## src/rtl/spi_regif_pkg.sv

```systemverilog
package spi_regif_pkg;

  typedef enum logic {
    SEL_BANK0 = 1'b0,
    SEL_BANK1 = 1'b1
  } bank_sel_e;

  localparam int unsigned NUM_BANKS = 2;

endpackage

```

## src/rtl/spi_pin_sync.sv

```systemverilog
module spi_pin_sync #(
  parameter int unsigned WIDTH   = 3,
  parameter int unsigned STAGES  = 2,
  parameter logic [WIDTH-1:0] RST_VAL = '0
) (
  input  logic             clk,
  input  logic             rst,
  input  logic [WIDTH-1:0] d_i,
  output logic [WIDTH-1:0] q_o
);

  for (genvar g = 0; g < WIDTH; g++) begin : g_bit
    logic [STAGES-1:0] chain;
    always_ff @(posedge clk) begin
      if (rst) chain <= {STAGES{RST_VAL[g]}};
      else     chain <= {chain[STAGES-2:0], d_i[g]};
    end
    assign q_o[g] = chain[STAGES-1];
  end

endmodule

```

## src/rtl/spi_frame_shifter.sv

```systemverilog
module spi_frame_shifter #(
  parameter int unsigned FRAME_BITS = 24
) (
  input  logic                  clk,
  input  logic                  rst,
  input  logic                  csn_s,
  input  logic                  sclk_s,
  input  logic                  sdi_s,
  input  logic [FRAME_BITS-1:0] stat0_w,
  input  logic [FRAME_BITS-1:0] stat1_w,
  input  logic                  fault,
  output logic                  sdo_o,
  output logic                  sdo_en_o,
  output logic                  wr_stb_o,
  output logic                  wr_sel_o,
  output logic [FRAME_BITS-1:0] wr_data_o
);

  localparam int unsigned CNT_W = $clog2(FRAME_BITS + 2);
  localparam logic [CNT_W-1:0] CNT_FULL = CNT_W'(FRAME_BITS);
  localparam logic [CNT_W-1:0] CNT_SAT  = CNT_W'(FRAME_BITS + 1);

  logic                  csn_q, sclk_q;
  logic [CNT_W-1:0]      cnt;
  logic [FRAME_BITS-1:0] in_sh, out_sh;
  logic                  idle_q, sdo_q, en_q;
  logic                  cs_fall, cs_rise, ck_rise, ck_fall;

  assign cs_fall = csn_q & ~csn_s;
  assign cs_rise = ~csn_q & csn_s;
  assign ck_rise = ~sclk_q & sclk_s & ~csn_s;
  assign ck_fall = sclk_q & ~sclk_s & ~csn_s;

  always_ff @(posedge clk) begin
    if (rst) begin
      csn_q     <= 1'b1;
      sclk_q    <= 1'b0;
      cnt       <= '0;
      in_sh     <= '0;
      out_sh    <= '0;
      idle_q    <= 1'b1;
      sdo_q     <= 1'b0;
      en_q      <= 1'b0;
      wr_stb_o  <= 1'b0;
      wr_sel_o  <= 1'b0;
      wr_data_o <= '0;
    end else begin
      csn_q    <= csn_s;
      sclk_q   <= sclk_s;
      en_q     <= ~csn_s;
      wr_stb_o <= 1'b0;
      if (cs_fall) begin
        cnt    <= '0;
        idle_q <= 1'b1;
        sdo_q  <= fault;
      end else if (!csn_s) begin
        if (ck_rise) begin
          in_sh <= {sdi_s, in_sh[FRAME_BITS-1:1]};
          if (cnt != CNT_SAT) cnt <= cnt + 1'b1;
          if (idle_q) begin
            idle_q <= 1'b0;
            out_sh <= (sdi_s ? stat1_w : stat0_w) >> 1;
          end
        end else if (ck_fall && !idle_q) begin
          sdo_q  <= out_sh[0];
          out_sh <= {1'b0, out_sh[FRAME_BITS-1:1]};
        end else if (idle_q) begin
          sdo_q <= fault;
        end
      end
      if (cs_rise && cnt == CNT_FULL) begin
        wr_stb_o  <= 1'b1;
        wr_data_o <= in_sh;
        wr_sel_o  <= in_sh[0];
      end
    end
  end

  assign sdo_o    = sdo_q;
  assign sdo_en_o = en_q;

  assert_wr_exact_len_R3: assert property (@(posedge clk) disable iff (rst)
    wr_stb_o |-> ($past(cnt) == CNT_FULL));

  assert_cnt_saturates_R4: assert property (@(posedge clk) disable iff (rst)
    cnt <= CNT_SAT);

  assert_idle_fault_held_R5: assert property (@(posedge clk) disable iff (rst)
    (idle_q && !csn_s && !csn_q && !ck_rise && $stable(fault)) |=> $stable(sdo_q));

endmodule

```

## src/rtl/spi_reg_bank.sv

```systemverilog
module spi_reg_bank
  import spi_regif_pkg::*;
#(
  parameter int unsigned FRAME_BITS = 24
) (
  input  logic                  clk,
  input  logic                  rst,
  input  logic                  wr_stb,
  input  logic                  wr_sel,
  input  logic [FRAME_BITS-1:0] wr_data,
  input  logic [FRAME_BITS-1:0] set0,
  input  logic [FRAME_BITS-1:0] set1,
  output logic [FRAME_BITS-1:0] ctrl0,
  output logic [FRAME_BITS-1:0] ctrl1,
  output logic                  standby,
  output logic                  clr_stat,
  output logic [FRAME_BITS-1:0] stat0_w,
  output logic [FRAME_BITS-1:0] stat1_w,
  output logic                  fault
);

  localparam int unsigned EN_BIT  = FRAME_BITS - 1;
  localparam int unsigned CLR_BIT = FRAME_BITS - 2;
  localparam logic [FRAME_BITS-1:0] STICKY_MASK = {1'b0, {(FRAME_BITS-2){1'b1}}, 1'b0};

  logic [FRAME_BITS-1:0] ctrl_q [NUM_BANKS];
  logic [FRAME_BITS-1:0] st_q   [NUM_BANKS];
  logic [FRAME_BITS-1:0] set_v  [NUM_BANKS];
  logic                  standby_q, clr_q;
  logic                  accept_active, go_standby, clr_req;

  assign set_v[0] = set0;
  assign set_v[1] = set1;

  assign accept_active = wr_stb & wr_data[EN_BIT];
  assign go_standby    = wr_stb & ~wr_data[EN_BIT];
  assign clr_req       = accept_active & (bank_sel_e'(wr_sel) == SEL_BANK0) & wr_data[CLR_BIT];

  always_ff @(posedge clk) begin
    if (rst) begin
      standby_q <= 1'b1;
      clr_q     <= 1'b0;
      for (int b = 0; b < NUM_BANKS; b++) begin
        ctrl_q[b] <= '0;
        st_q[b]   <= '0;
      end
    end else begin
      clr_q <= clr_req;
      if (go_standby)         standby_q <= 1'b1;
      else if (accept_active) standby_q <= 1'b0;
      for (int b = 0; b < NUM_BANKS; b++) begin
        if (go_standby)
          ctrl_q[b] <= '0;
        else if (accept_active && wr_sel == b[0])
          ctrl_q[b] <= wr_data;
        if (go_standby || clr_req || standby_q)
          st_q[b] <= '0;
        else
          st_q[b] <= st_q[b] | (set_v[b] & STICKY_MASK);
      end
    end
  end

  assign fault   = ~|((st_q[0] | st_q[1]) & STICKY_MASK);
  assign stat0_w = {1'b1, st_q[0][FRAME_BITS-2:1], fault};
  assign stat1_w = {1'b1, st_q[1][FRAME_BITS-2:1], fault};

  assign ctrl0    = ctrl_q[0];
  assign ctrl1    = ctrl_q[1];
  assign standby  = standby_q;
  assign clr_stat = clr_q;

  assert_write_bank0_R6: assert property (@(posedge clk) disable iff (rst)
    (accept_active && !wr_sel) |=> (ctrl_q[0] == $past(wr_data)) && $stable(ctrl_q[1]));

  assert_status_cleared_R8: assert property (@(posedge clk) disable iff (rst)
    clr_req |=> (st_q[0] == '0) && (st_q[1] == '0) && clr_q);

  assert_standby_wipe_R9: assert property (@(posedge clk) disable iff (rst)
    go_standby |=> standby_q && (ctrl_q[0] == '0) && (ctrl_q[1] == '0) && (st_q[0] == '0));

  assert_leave_standby_R10: assert property (@(posedge clk) disable iff (rst)
    accept_active |=> !standby_q);

endmodule

```

## src/rtl/spi_frame_regif.sv

```systemverilog
module spi_frame_regif #(
  parameter int unsigned FRAME_BITS  = 24,
  parameter int unsigned SYNC_STAGES = 2
) (
  input  logic                  clk,
  input  logic                  rst,
  input  logic                  csn_i,
  input  logic                  sclk_i,
  input  logic                  sdi_i,
  output logic                  sdo_o,
  output logic                  sdo_en_o,
  input  logic [FRAME_BITS-1:0] stat_set0_i,
  input  logic [FRAME_BITS-1:0] stat_set1_i,
  output logic [FRAME_BITS-1:0] ctrl0_o,
  output logic [FRAME_BITS-1:0] ctrl1_o,
  output logic                  wr_stb_o,
  output logic                  wr_sel_o,
  output logic [FRAME_BITS-1:0] wr_data_o,
  output logic                  standby_o,
  output logic                  clr_stat_o
);

  logic [2:0]            pins_s;
  logic [FRAME_BITS-1:0] stat0_w, stat1_w;
  logic                  fault;

  spi_pin_sync #(
    .WIDTH  (3),
    .STAGES (SYNC_STAGES),
    .RST_VAL(3'b100)
  ) u_sync (
    .clk (clk),
    .rst (rst),
    .d_i ({csn_i, sclk_i, sdi_i}),
    .q_o (pins_s)
  );

  spi_frame_shifter #(.FRAME_BITS(FRAME_BITS)) u_shift (
    .clk       (clk),
    .rst       (rst),
    .csn_s     (pins_s[2]),
    .sclk_s    (pins_s[1]),
    .sdi_s     (pins_s[0]),
    .stat0_w   (stat0_w),
    .stat1_w   (stat1_w),
    .fault     (fault),
    .sdo_o     (sdo_o),
    .sdo_en_o  (sdo_en_o),
    .wr_stb_o  (wr_stb_o),
    .wr_sel_o  (wr_sel_o),
    .wr_data_o (wr_data_o)
  );

  spi_reg_bank #(.FRAME_BITS(FRAME_BITS)) u_bank (
    .clk      (clk),
    .rst      (rst),
    .wr_stb   (wr_stb_o),
    .wr_sel   (wr_sel_o),
    .wr_data  (wr_data_o),
    .set0     (stat_set0_i),
    .set1     (stat_set1_i),
    .ctrl0    (ctrl0_o),
    .ctrl1    (ctrl1_o),
    .standby  (standby_o),
    .clr_stat (clr_stat_o),
    .stat0_w  (stat0_w),
    .stat1_w  (stat1_w),
    .fault    (fault)
  );

endmodule

```

## config.mk

```make
export PLATFORM = sky130hd
export DESIGN_NAME = spi_frame_regif
export DESIGN_NICKNAME = d
export VERILOG_FILES = /design/src/rtl/spi_regif_pkg.sv /design/src/rtl/spi_pin_sync.sv /design/src/rtl/spi_frame_shifter.sv /design/src/rtl/spi_reg_bank.sv /design/src/rtl/spi_frame_regif.sv
export SDC_FILE = /design/constraint.sdc
export NUM_CORES = 1
export LEC_CHECK = 0
export BUFFER_PORTS_ARGS = -buffer_cell sky130_fd_sc_hd__buf_2
export CAP_MARGIN = 20
export CORE_ASPECT_RATIO = 1.4
export CORE_MARGIN = 2
export CORE_UTILIZATION = 45
export DETAILED_ROUTE_END_ITERATION = 7
export PLACE_DENSITY = 0.66
export SYNTH_ARGS = -nofsm -noshare
export SYNTH_HDL_FRONTEND = slang
export SYNTH_HIERARCHICAL = 1
export SYNTH_SLANG_ARGS = --single-unit
```

## constraint.sdc

```tcl
create_clock -name clk -period 1.8 [get_ports clk]
set_input_delay 0.36 -clock clk [delete_from_list [all_inputs] [get_ports clk]]
set_output_delay 0.36 -clock clk [all_outputs]
set_load 0.01 [all_outputs]
```

==> flow_summary.yaml, run 1 <==
finish:
  drive_above_1_share_pct: 28.5
  diodes: 0
  utilization_pct: 55.5
  num-nets-final: 927
  fin_area_mm2: 0.00934
  area.growth.synth_to_final_pct: 20.5
  fin_cells: 1087
floorplan:
  num_io_pins: 131
  dieArea_mm2: 0.0183
  rows: 56
  coreArea_mm2: 0.0168
  die_w_um: 115
  die_h_um: 159
  start_util_pct: 46.1
pwr:
  peakVddDrop_v: 0.000525
  leakagePower_nw: 3.49
  powerDensity_mw_per_mm2: 903
placement:
  place_inst: 1055
  io_buffers: 126
  gp_congestion: 0.712
  pre_cts_ws_ns: 0.0766
  placed_cell_area_mm2: 0.00874
  dp_hpwl_um: 9830
clocking:
  cts_hold_buf: 0
  post_cts_resized: 0
  post_cts_buffers: 0
  clk_latency_ns: 0.43
  clk_pin_slew_ns: 0.07
  numClockSinks: 182
  numCtsBuffers: 17
  htreeDepth: 4
  cts_root_buf: "clkbuf_16"
  cts_tree: "yes"
  cts_buffer_depth: 2
detailed_routing:
  drt-initial-drc-count: 224
  wirelength_um: 14200
  vias_per_cell: 4.83
  antenna_left: 0
  first_pass_iters: 4
  routed-via-count: 5249
  wl_met1_um: 6440
  drc_errors: 0
  dr.max_layer_used: "met4"
  post_drt_wl_per_cell_um: 13.1
  wl_met2_um: 6970
  wl_met3_um: 676
synth:
  syn_avg_cell_area_um2: 11.0
  syn-instance-count: 706
  netlist_area_mm2: 0.00775
  yosys_warnings: 6
global_routing:
  gr-usage-all-layers_pct: 16.1
  gr-total-overflow: 0
  grt_pass1_vias: 4972
  grt_max_degree: 47
  grt_pass1_wl_um: 23800
  antenna_found_initial: 0
critical_path:
  worstSetupPathType: "flip-flop to flip-flop"
  crit_arrival_ns: 1.95
  crit_path_start_kind: "flip-flop"
  path_max_fanout: 3
  cp.required_ns: 2.13
  crit_path_end_kind: "flip-flop"
sta:
  relSlewSlack_pct: 58.7
  period_share_pct: 90.1
  final-hold-violation-count: 0
  report.final.setup_viol: 0
  slew_violations: 0
  fmax_mhz: 617
  finalSetupTns_ns: 0
  fin_skew_ns: 0.00973
  setup_ws_ns: 0.178
  worst_pin_slew_ns: 0.617
  rsz0062_at_grt: "false"
  min_period_ns: 1.62
run:
  maxCapViolCount: 0
hold_path:
  hold_class: "input port to flip-flop"
run_status:
  outcome: "completed"
[sequential cells by signal, summed over array words and instances, names as in the netlist]
name	cells
u_shift/idle_q	1
u_shift/wr_data_o	24
u_shift/wr_stb_o	1
u_shift/sdo_en_o	1
u_bank/clr_stat	1
u_shift/sdo_o	1
u_shift/sclk_q	1
u_shift/in_sh	24
u_bank/standby	1
u_shift/csn_q	1
u_sync/g_bit.chain	6
u_shift/out_sh	23
u_bank/ctrl_q	48
u_shift/cnt	5
u_bank/st_q	44
[stage by stage]
step	power [W]	hold WS, ns
after CTS	0.00853	0.0908
after global routing	0.00873	0.102
after floorplan	0.00473	0.383
after global placement	0.00488	0.396
after detailed placement	0.00488	0.392
final	0.00844	0.109
[worst max-delay path, cell delays in order (launching register included)]
cell      delay, ns
edfxtp_1       0.42
nor4_1         0.40
nand3_1        0.15
nor3_2         0.24
nand2_1        0.07
a311oi_1       0.25
[layout by cell type (no fill, tap or decap), types with 6 or more instances in the layout]
cell / instances
nand2_1: 144
buf_2: 126
edfxtp_1: 92
dfxtp_1: 90
a21oi_1: 63
nor2_1: 54
and2_1: 47
conb_1: 46
nor3_2: 41
mux2i_1: 23
clkbuf_16: 17
buf_4: 17
o211ai_1: 13
nor4_1: 11
o211ai_2: 9
a21oi_2: 8
buf_12: 7
inv_8: 6
inv_1: 6
[path summary, 6_finish.rpt]
kind	start	endpoint	slack [ns]	cells past startpoint
hold reg to reg	u_sync/g_bit[2].chain[0]$_SDFF_PP1_	u_sync/g_bit[2].chain[1]$_SDFF_PP1_	0.41	1
setup / recovery	u_bank/st_q[1][15]$_SDFFCE_PN0P_	u_shift/sdo_o$_SDFFE_PP0P_	0.18	5
setup reg to reg	u_bank/st_q[1][15]$_SDFFCE_PN0P_	u_shift/sdo_o$_SDFFE_PP0P_	0.18	5
hold / removal	csn_i	u_sync/g_bit[2].chain[0]$_SDFF_PP1_	0.11	2
[layer usage]
layer,track usage [%],vias to the layer above
met5,0,-
met4,4.98,0
met3,3.81,12
met2,26.7,143
met1,20.6,2372
li1,-,2722
[power by group]
part	internal (W)	total, W	leakage (nW)	switching, W
Sequential	0.00442	0.00447	1.68	0.0000474
Combinational	0.000134	0.000319	1.54	0.000185
Clock	0.00197	0.00365	0.279	0.00168
[final cells by class]
class | instances | area (um^2)
inverters | 6 | 22.5
clock buffers | 17 | 425
flip-flops and latches | 182 | 4560
fillers | 1495 | 7480
repair buffers | 150 | 898
clock inverters | 15 | 159
multi-input cells | 514 | 3010
well taps | 203 | 254
(Power assumes the default switching activity.)
==> inputs of run 2 (changes only) <==
REMOVE_ABC_BUFFERS = 1   (was not set)
==> run 2 against run 1 <==
  * Combinational power increased by 9.7%
  * Total power grew 0.33%
  * Sequential cell count did not move
  * Final cell count rose by 1.7%
  * Setup slack worse by 0.053 ns
  * Sequential power about the same
  * Maximum frequency decreased by 3.2%
  * First-iteration DRC count is 4.5% higher
  * Critical path type unchanged
  * Count of clock-buffer cells in the layout did not move
  * Highest routed layer unchanged
  * Sequential share of layout area fell by 0.67 points
  * Design area increased by 1.4%
  * Die area unchanged
==> flow_summary.yaml, run 2 (synthesis gave the netlist of run 1 again) <==
run_status:
  outcome: "completed"
sta:
  report.final.setup_viol: 0
  fin_skew_ns: 0.00725
  slew_violations: 0
  period_share_pct: 93.1
  worst_pin_slew_ns: 0.800
  fmax_mhz: 597
  final-hold-violation-count: 0
  rsz0062_at_grt: "false"
  relSlewSlack_pct: 46.5
  hold-worst-slack_ns: 0.150
  min_period_ns: 1.67
  finalSetupTns_ns: 0
finish:
  n_fill_cell: 1494
  regMostFlops: "u_bank/ctrl_q"
  drive_above_1_share_pct: 30.2
  largest_register_ffs: 48
  most-common-layout-cells: "144 x nand2_1, 126 x buf_2, 92 x edfxtp_1, 89 x dfxtp_1, 63 x a21oi_1"
  mostFrequentLayoutCell: "nand2_1"
  diodes: 0
  area.growth.synth_to_final_pct: 22.2
  reg_top3: "u_bank/ctrl_q: 48 flops, u_bank/st_q: 44 flops"
  num-nets-final: 945
critical_path:
  r2r_cells: 6
  worstSetupPathType: "flip-flop to flip-flop"
  crit_path_end_kind: "flip-flop"
  crit_arrival_ns: 2.01
  cp.required_ns: 2.14
  reg2reg_to: "u_shift/sdo_o$_SDFFE_PP0P_"
  path_max_fanout: 3
  crit_path_start_kind: "flip-flop"
  reg2reg_from: "u_bank/st_q[0][14]$_SDFFCE_PN0P_"
  crit_end: "u_shift/sdo_o$_SDFFE_PP0P_"
  regToRegSetupSlack_ns: 0.13
  critical_path.startpoint: "u_bank/st_q[0][14]$_SDFFCE_PN0P_"
hold_path:
  hold_class: "input port to flip-flop"
placement:
  gp_congestion: 0.728
  dp_hpwl_um: 10400
  io_buffers: 126
detailed_routing:
  vias_per_cell: 4.92
  antenna_left: 0
  first_pass_iters: 6
  drc_errors: 0
  routed-via-count: 5433
  drt-initial-drc-count: 234
  wirelength_um: 15500
  post_drt_wl_per_cell_um: 14.1
pwr:
  peakVddDrop_v: 0.000567
  leakagePower_nw: 3.58
  power_w: 0.00846
  powerDensity_mw_per_mm2: 894
floorplan:
  start_util_pct: 46.1
  coreArea_mm2: 0.0168
  die_h_um: 159
  rows: 56
  dieArea_mm2: 0.0183
  num_io_pins: 131
  die_w_um: 115
clocking:
  clk_latency_ns: 0.43
  clk_pin_slew_ns: 0.07
  numCtsBuffers: 17
  numClockSinks: 182
  htreeDepth: 4
  cts_root_buf: "clkbuf_16"
  cts_tree: "yes"
  cts_buffer_depth: 2
run:
  maxCapViolCount: 0
global_routing:
  antenna_found_initial: 0
  gr-total-overflow: 0
  grt_pass1_vias: 5285
  grt_max_degree: 81
  gr-usage-all-layers_pct: 17.0
  grt_pass1_wl_um: 25200
==> run 2: changes by cell type in the layout (fill, tap and decap cells not counted), sizes merged <==
cell      delta
nor3b        +1
inv          +2
buf         +17
clkinvlp     -2
==> run 2: metrics by stage <==
step	util, %	setup slack (ns)	instances	instance area [um^2]
6_report	56.3	0.125	1105	9470
2_1_floorplan	-	-1.12	702	7580
5_1_grt	56.3	0.0172	1105	9470
3_3_place_gp	52.7	0.0721	1072	8860
3_5_place_dp	52.7	0.0266	1072	8860
4_1_cts	56.1	0.0183	1104	9440
==> run 2: worst min path at each step <==
stage | depth (start not counted) | startpoint | to
after CTS | 2 | csn_i | u_sync/g_bit[2].chain[0]$_SDFF_PP1_
after global placement | 1 | u_sync/g_bit[2].chain[0]$_SDFF_PP1_ | u_sync/g_bit[2].chain[1]$_SDFF_PP1_
after floorplan | 1 | u_sync/g_bit[2].chain[0]$_SDFF_PP1_ | u_sync/g_bit[2].chain[1]$_SDFF_PP1_
after detailed placement | 1 | u_sync/g_bit[2].chain[0]$_SDFF_PP1_ | u_sync/g_bit[2].chain[1]$_SDFF_PP1_
after global routing | 2 | csn_i | u_sync/g_bit[2].chain[0]$_SDFF_PP1_
final | 2 | sdi_i | u_sync/g_bit[0].chain[0]$_SDFF_PP0_
==> run 2: repair_timing <==
action	4_1_cts	5_1_grt
hold buffers	0	0
setup endpoints to repair	0	43
gates resized for setup	0	4
setup buffers	0	0
==> run 2: metal layers <==
metal  part of all wire [%]  vias up  GRT usage (%)
met4                    1.5        0           5.70
met3                    3.7       17           3.58
met2                     52      141           30.5
met1                     43     2509           20.0
met5                      0        -              0
li1                       -     2766              -
==> run 2: worst max-delay path, stage by stage (launching register included) <==
cell and delay, ns:
edfxtp_1 0.43, nor4_1 0.32, buf_4 0.17, nand4_1 0.09, nor3_1 0.24, nand2_1 0.07, a311oi_1 0.25
==> run 2: area by class of cell <==
class	instances	area [um^2]	area share [%]
sequential	182	4570	48.2
multi-input combinational	515	3030	32.0
timing repair buffer	167	1010	10.7
clock buffer	17	425	4.49
tap	203	254	2.68
clock inverter	15	155	1.64
inverter	6	22.5	0.238
==> run 2: where the power goes <==
part           internal [W]  switching (W)
clock network       0.00197        0.00169
logic              0.000149       0.000201
registers           0.00442      0.0000408
